$ cat config.mk
export PLATFORM = sky130hd
export DESIGN_NAME = sar_serial_ctrl
export DESIGN_NICKNAME = d
export VERILOG_FILES = /design/src/rtl/sar_ser_pkg.sv /design/src/rtl/sar_seq_fsm.sv /design/src/rtl/sar_trial_reg.sv /design/src/rtl/sar_dout_drv.sv /design/src/rtl/sar_serial_ctrl.sv
export SDC_FILE = /design/constraint.sdc
export NUM_CORES = 1
export LEC_CHECK = 0
export CELL_PAD_IN_SITES_DETAIL_PLACEMENT = 0
export CELL_PAD_IN_SITES_GLOBAL_PLACEMENT = 1
export CORE_MARGIN = 2
export CORE_UTILIZATION = 40
export DETAILED_ROUTE_END_ITERATION = 8
export PLACE_DENSITY_LB_ADDON = 0.1
export REMOVE_ABC_BUFFERS = 1
export SLEW_MARGIN = 20
export SYNTH_ARGS = -nofsm -noshare
export SYNTH_HDL_FRONTEND = slang
export SYNTH_SLANG_ARGS = --single-unit
$ cat constraint.sdc
create_clock -name sclk -period 1.9 [get_ports sclk]
set_input_delay 0.57 -clock sclk [delete_from_list [all_inputs] [get_ports sclk]]
set_output_delay 0.57 -clock sclk [all_outputs]
set_load 0.005 [all_outputs]
$ cat src/rtl/sar_ser_pkg.sv
`timescale 1ns/1ps
package sar_ser_pkg;
    localparam int ADDR_W = 2;

    typedef enum logic [2:0] {
        ST_IDLE,
        ST_HUNT,
        ST_ADDR,
        ST_SETTLE,
        ST_CONV,
        ST_REPLAY,
        ST_TAIL
    } seq_state_t;
endpackage

$ cat src/rtl/sar_seq_fsm.sv
`timescale 1ns/1ps
module sar_seq_fsm
    import sar_ser_pkg::*;
#(
    parameter int RES_BITS  = 8,
    parameter bit SINGLE_CH = 1'b0,
    localparam int CNT_W    = $clog2(RES_BITS)
) (
    input  logic             clk,
    input  logic             rst_n,
    input  logic             clr,
    input  logic             di,
    output seq_state_t       state,
    output logic [CNT_W-1:0] step,
    output logic             chan_sel,
    output logic             diff_mode
);
    localparam logic [CNT_W-1:0] LAST_STEP = CNT_W'(RES_BITS - 1);
    localparam logic [CNT_W-1:0] ADDR_LAST = CNT_W'(ADDR_W - 1);

    seq_state_t       nxt_state;
    logic [CNT_W-1:0] nxt_step;
    logic             addr_first;
    logic             addr_fire;

    assign addr_fire = (state == ST_ADDR) && (step == ADDR_LAST);

    // state register
    always_ff @(posedge clk or posedge clr) begin
        if (clr) begin
            state <= ST_IDLE;
            step  <= '0;
        end else begin
            state <= nxt_state;
            step  <= nxt_step;
        end
    end

    // next-state logic
    always_comb begin
        nxt_state = state;
        nxt_step  = '0;
        unique case (state)
            ST_IDLE, ST_HUNT: begin
                if (di) nxt_state = SINGLE_CH ? ST_SETTLE : ST_ADDR;
                else    nxt_state = ST_HUNT;
            end
            ST_ADDR: begin
                if (step == ADDR_LAST) nxt_state = ST_SETTLE;
                else                   nxt_step  = step + 1'b1;
            end
            ST_SETTLE: nxt_state = ST_CONV;
            ST_CONV: begin
                if (step == LAST_STEP) nxt_state = SINGLE_CH ? ST_TAIL : ST_REPLAY;
                else                   nxt_step  = step + 1'b1;
            end
            ST_REPLAY: begin
                if (step == LAST_STEP) nxt_state = ST_TAIL;
                else                   nxt_step  = step + 1'b1;
            end
            ST_TAIL:  nxt_state = ST_TAIL;
            default:  nxt_state = ST_IDLE;
        endcase
    end

    // first address bit holding register
    always_ff @(posedge clk or posedge clr) begin
        if (clr)                                   addr_first <= 1'b0;
        else if (state == ST_ADDR && !addr_fire)   addr_first <= di;
    end

    generate
        if (SINGLE_CH) begin : g_fixed_chan
            assign chan_sel  = 1'b0;
            assign diff_mode = 1'b1;
        end else begin : g_addr_chan
            always_ff @(posedge clk or negedge rst_n) begin
                if (!rst_n) begin
                    chan_sel  <= 1'b0;
                    diff_mode <= 1'b0;
                end else if (addr_fire) begin
                    diff_mode <= ~addr_first;
                    chan_sel  <= di;
                end
            end
        end
    endgenerate


    settle_to_conv_chk: assert property (@(posedge clk) disable iff (clr)
        state == ST_SETTLE |=> state == ST_CONV);


    conv_continue_chk: assert property (@(posedge clk) disable iff (clr)
        (state == ST_CONV && step != LAST_STEP) |=> state == ST_CONV);


    chan_hold_chk: assert property (@(posedge clk) disable iff (!rst_n)
        !addr_fire |=> $stable({chan_sel, diff_mode}));


    single_path_chk: assert property (@(posedge clk) disable iff (clr)
        SINGLE_CH |-> (state != ST_ADDR && state != ST_REPLAY));
endmodule

$ cat src/rtl/sar_trial_reg.sv
`timescale 1ns/1ps
module sar_trial_reg #(
    parameter int RES_BITS = 8,
    localparam int CNT_W   = $clog2(RES_BITS)
) (
    input  logic                clk,
    input  logic                clr,
    input  logic                load,
    input  logic                conv,
    input  logic [CNT_W-1:0]    step,
    input  logic                dec,
    output logic [RES_BITS-1:0] dac_code,
    output logic [RES_BITS-1:0] result
);
    localparam logic [CNT_W-1:0] TOP_IDX = CNT_W'(RES_BITS - 1);

    logic [CNT_W-1:0]    bit_idx;
    logic [RES_BITS-1:0] trial_bit;

    assign bit_idx   = TOP_IDX - step;
    assign trial_bit = {{(RES_BITS-1){1'b0}}, 1'b1} << bit_idx;
    assign dac_code  = conv ? (result | trial_bit) : '0;

    always_ff @(posedge clk or posedge clr) begin
        if (clr)       result <= '0;
        else if (load) result <= '0;
        else if (conv) result[bit_idx] <= dec;
    end


    trial_msb_chk: assert property (@(posedge clk) disable iff (clr)
        load |=> dac_code == {1'b1, {(RES_BITS-1){1'b0}}});


    result_hold_chk: assert property (@(posedge clk) disable iff (clr)
        (!conv && !load) |=> $stable(result));
endmodule

$ cat src/rtl/sar_dout_drv.sv
`timescale 1ns/1ps
module sar_dout_drv
    import sar_ser_pkg::*;
#(
    parameter int RES_BITS = 8,
    localparam int CNT_W   = $clog2(RES_BITS)
) (
    input  logic                clk,
    input  logic                rst_n,
    input  logic                clr,
    input  seq_state_t          state,
    input  logic [CNT_W-1:0]    step,
    input  logic                cmp_gt,
    input  logic [RES_BITS-1:0] result,
    output logic                dec,
    output logic                sdo,
    output logic                sdo_en
);
    // output register, updated on falling edges
    always_ff @(negedge clk or posedge clr) begin
        if (clr) begin
            sdo    <= 1'b0;
            sdo_en <= 1'b0;
            dec    <= 1'b0;
        end else begin
            unique case (state)
                ST_SETTLE: begin
                    sdo_en <= 1'b1;
                    sdo    <= 1'b0;
                end
                ST_CONV: begin
                    sdo_en <= 1'b1;
                    sdo    <= cmp_gt;
                    dec    <= cmp_gt;
                end
                ST_REPLAY: begin
                    sdo_en <= 1'b1;
                    sdo    <= result[step];
                end
                ST_TAIL: begin
                    sdo_en <= 1'b1;
                    sdo    <= 1'b0;
                end
                default: begin
                    sdo_en <= 1'b0;
                    sdo    <= 1'b0;
                end
            endcase
        end
    end


    idle_tristate_chk: assert property (@(posedge clk) disable iff (!rst_n)
        clr |-> !sdo_en);


    settle_zero_chk: assert property (@(posedge clk) disable iff (clr)
        state == ST_SETTLE |-> (sdo_en && !sdo));


    tail_low_chk: assert property (@(posedge clk) disable iff (clr)
        state == ST_TAIL |-> (sdo_en && !sdo));
endmodule

$ cat src/rtl/sar_serial_ctrl.sv
`timescale 1ns/1ps
module sar_serial_ctrl
    import sar_ser_pkg::*;
#(
    parameter int RES_BITS  = 8,
    parameter bit SINGLE_CH = 1'b0
) (
    input  logic                sclk,
    input  logic                rst_n,
    input  logic                cs_n,
    input  logic                sdi,
    input  logic                cmp_gt,
    output logic                sdo,
    output logic                sdo_en,
    output logic [RES_BITS-1:0] dac_code,
    output logic                chan_sel,
    output logic                diff_mode,
    output logic                low_power
);
    localparam int CNT_W = $clog2(RES_BITS);

    seq_state_t          state;
    logic [CNT_W-1:0]    step;
    logic [RES_BITS-1:0] result;
    logic                dec;
    logic                clr;

    assign clr       = cs_n | ~rst_n;
    assign low_power = cs_n;

    sar_seq_fsm #(.RES_BITS(RES_BITS), .SINGLE_CH(SINGLE_CH)) fsm_i (
        .clk(sclk), .rst_n(rst_n), .clr(clr), .di(sdi),
        .state(state), .step(step), .chan_sel(chan_sel), .diff_mode(diff_mode)
    );

    sar_trial_reg #(.RES_BITS(RES_BITS)) trial_i (
        .clk(sclk), .clr(clr),
        .load(state == ST_SETTLE), .conv(state == ST_CONV),
        .step(step), .dec(dec), .dac_code(dac_code), .result(result)
    );

    sar_dout_drv #(.RES_BITS(RES_BITS)) dout_i (
        .clk(sclk), .rst_n(rst_n), .clr(clr), .state(state), .step(step),
        .cmp_gt(cmp_gt), .result(result), .dec(dec), .sdo(sdo), .sdo_en(sdo_en)
    );


    dac_idle_chk: assert property (@(posedge sclk) disable iff (clr)
        (state == ST_TAIL || state == ST_REPLAY) |-> dac_code == '0);
endmodule

Word level (Yosys, flattened, before mapping)
Index checks and enable logic that the tools add are counted.
{"block": "op_classes", "add_sub_neg": 2, "multipliers": 0, "div_mod_pow": 0, "magnitude_cmp": 3, "eq_ne": 11, "shifts": 1, "muxes": 18, "bitwise_logic": 4, "n_reduce_logical": 10}
{"cell": "$mux 8", "n": 3}
{"cell": "$pmux 3 s6", "n": 1}
{"cell": "$mux 3", "n": 5}
{"cell": "$eq 3x3->1 const B", "n": 4}
{"cell": "$bwmux 8", "n": 1}
{"cell": "$lt 3x4->1 const B", "n": 2}
{"cell": "$or 8x8->8", "n": 1}
{"cell": "$shl 1x3->8 const A", "n": 1}
{"cell": "$eq 3x1->1 const B", "n": 2}
{"cell": "$eq 3x2->1 const B", "n": 2}
{"cell": "$ne 2x2->1 const B", "n": 3}
{"cell": "$pmux 3 s2", "n": 1}
{"cell": "$reduce_or 2->1", "n": 2}
{"cell": "$reduce_or 4->1", "n": 1}
{"cell": "$add 3x1->3 const B", "n": 1}
{"cell": "$bmux 1 s3", "n": 1}
{"cell": "$demux 1 s3", "n": 1}
{"cell": "$ge 3x1->1 const B", "n": 1}
{"cell": "$logic_and 1x1->1", "n": 3}
{"cell": "$logic_not 3->1", "n": 1}
{"cell": "$mux 1", "n": 3}
{"cell": "$reduce_and 3->1", "n": 1}
{"cell": "$sub 3x3->3 const A", "n": 1}
{"cell": "$mux 2", "n": 1}
{"cell": "other kinds (5)", "n": 6}
{"block": "totals", "reg_bits": 20, "latch_bits": 0, "mem_bits_rw": 0, "romBits": 0, "in_bits": 5, "out_inout_bits": 13, "wordCells": 58, "mem_count": 0}

Longest topological paths before layout
{"block": "depth", "word_depth": 8, "mapped_depth": 6, "mapped_depth_nobuf": 5}

Cells and area by module
Synthesis repeated with hierarchy kept, for this count alone.
{"block": "hier_totals", "cells_unflattened": 112, "hier_area_um2": 1262.5}
{"module": "sar_trial_reg", "instances": 1, "cells_each": 55, "area_per_inst_um2": 595.6, "seq_area_each_um2": 200.2}
{"module": "sar_seq_fsm", "instances": 1, "cells_each": 36, "area_per_inst_um2": 432.9, "seq_area_each_um2": 225.2}
{"module": "sar_dout_drv", "instances": 1, "cells_each": 17, "area_per_inst_um2": 198.9, "seq_area_each_um2": 75.1}
{"module": "sar_serial_ctrl", "instances": 1, "cells_each": 4, "area_per_inst_um2": 35.0, "seq_area_each_um2": 0.0}

==> impl_metrics.toml <==
[worst_setup_path]
critical_path_class = "reg -> out"
crit_family = "flip-flops"
cpPeakStageDelay_ps = 390
cp-end-kind = "output port"
crit_start = "dout_i.sdo"
start_kind = "flop"
cp_cell_sequence = "buf_2"
critPathMaxFanout = 1
critPathBufInv = 1
crit_slowest_cell = "dfrtn_1"
required_ps = 1330
reg2reg_from = "fsm_i.step[0]"
critPathArrivalTime_ps = 1750

[global_route]
grt_pass1_vias = 1160
grt.overflow.total = 0
track_usage_pct = 22.7
grt_max_degree = 16
antenna_found_initial = 0
grt_pass1_wl_mm = 5.84

[synth]
synth_ff_type = "dfrtp_1"
avgSynthCellArea_um2 = 9.32
synth_edf_count = 0
synth-seq-area-share_pct = 41.6
async_flop_share_pct = 100
synth_area_leader_cell = "dfrtp_1"
syn_area_um2 = 1200
ys_top_cells_by_area = "dfrtp_1 (35%), a21oi_1 (6.7%), dfrtn_1 (6.2%)"
synthCells = 129
synth_seq_cells = 20
yosysMostFrequentCell = "dfrtp_1"
yosysUniqueCellTypes = 32
yosys_warnings = 0
synth_top_area_share_pct = 35.4
synth.top_cells.by_count = "dfrtp_1 (17), a21oi_1 (16), nor2_1 (15), nand3_1 (9)"

[detailed_routing]
dr_total_vias = 1161
ant_nets = 0
first_pass_iters = 6
route.detailed.drc = 2
vias_per_cell = 5.43
routed_wl_mm = 3.58
drt_iter0_markers = 28
wl_per_cell_um = 16.7

[outcome]
violations = "DRC, setup timing"
status = "complete, but fails checks"

[clock_network]
insertion_delay_ps = 310
cts_made_buffers = 3
cts_tree = "built"
clockBufferDepth = 2
path_clk_slew_ps = 120
clock_sinks = 20
clockRootBuffer = "clkbuf_4"
cts_max_level = 1

[place]
gp_congestion = 0.811
dp_hpwl_mm = 2.25
place.port_buffers = 17

[sta]
maxSlewHeadroom_pct = 63.5
drv_slew = 0
rsz0062_at_grt = "true"
hold_violations = 0
hold_ws_ps = 469
worst_slack_ps = -418
tightest_slew_ps = 546
skew_ps = 8.52
setup_viol = 13

[floorplan]
io_pins = 18
rows = 19
die_w_um = 58.8
fp.dieH_um = 58.8
die_area_um2 = 3460
core_um2 = 2810
start_util_pct = 42.9

[finish]
fin_nets = 195
n_antenna_cell = 0
final_util_pct = 66.5
layout-drive-gt1-share_pct = 47.0
syn_to_final_growth_pct = 55.0

[power]
p_leak_nw = 0.826
irDropWorstVdd_mv = 1.00
cellPowerDensity_nw_per_um2 = 1380

[min_path]
hp-class = "reg -> reg"
hold_path.startpoint = "fsm_i.addr_first"

[flow_run]
maxCapViolations = 0
-- path summary, 6_finish.rpt --
| path | endpoint | slack, ps | depth (start not counted) |
|---|---|---|---|
| setup reg to reg | dout_i.sdo | -400 | 4 |
| max in group asynchronous | dout_i.sdo | 200 | 3 |
| min in group asynchronous | fsm_i.chan_sel | 510 | 2 |
| hold reg to reg | fsm_i.diff_mode | 470 | 1 |
| setup / recovery | sdo | -420 | 1 |
| hold / removal | fsm_i.diff_mode | 470 | 1 |
-- routing by layer --
metal | wire [um] | track usage (%) | vias to the layer above
li1 | - | - | 556
met4 | 39 | 4.87 | 0
met1 | 1650 | 30.7 | 581
met2 | 1780 | 38.1 | 18
met5 | 0 | 0 | -
met3 | 107 | 3.96 | 6
-- placed cells by master, fill, tap and decap left out, drive strengths merged, types with 6 or more instances in the layout --
master         netlist  layout
a21oi               16      16
buf                  6      50
clkdlybuf4s50        0       6
dfrtp               17      17
ha                   6       6
nand2                7       7
nand3                9       9
nor2                15      15
nor2b                7       7
o21ai                7       7
-- metrics by stage --
stage	power (mW)	setup TNS (ps)	instances	setup slack [ps]	area, um2
2_1_floorplan	1.24	-2370	120	-517	1150
3_3_place_gp	1.70	-4230	193	-479	1550
3_5_place_dp	1.73	-4550	193	-482	1550
4_1_cts	2.37	-3450	210	-427	1760
5_1_grt	2.73	-4140	214	-469	1860
6_report	2.58	-3580	214	-418	1860
-- sequential cells by signal, summed over array words and instances (netlist names) --
name              flops
dout_i.sdo_en         1
trial_i.result        8
fsm_i.addr_first      1
fsm_i.chan_sel        1
dout_i.sdo            1
fsm_i.state           3
dout_i.dec            1
fsm_i.step            3
fsm_i.diff_mode       1
-- cell families after synthesis --
family,share of synthesized area (%)
AOI/OAI and AO/OA,14.5
xor gates and xnor gates,1.46
adders and majority gates,6.24
buffers and inverters,5.72
DFF,41.6
muxes,7.91
and+or+nand+nor,22.6
-- area by class of cell --
cell class,count,area [um2]
sequential,20,502
clock buffer,3,22.5
timing repair buffer,58,482
multi-input combinational,96,771
clock inverter,1,30.0
fill,233,941
tap,31,38.8
inverter,5,18.8
-- timing repair --
item                                   in CTS  in global routing
pin swaps                                  11                  7
endpoints found under the hold margin       0                  0
setup buffers                              12                  5
gates cloned                                1                  0
resized for setup                          69                 19
setup endpoints to repair                  13                 20
hold buffers                                0                  0
-- power by group --
part           switching (mW)  internal, mW
Combinational           0.743         0.819
Sequential             0.0881         0.567
Clock                   0.147         0.213
Power figures use the tool's default switching activity.
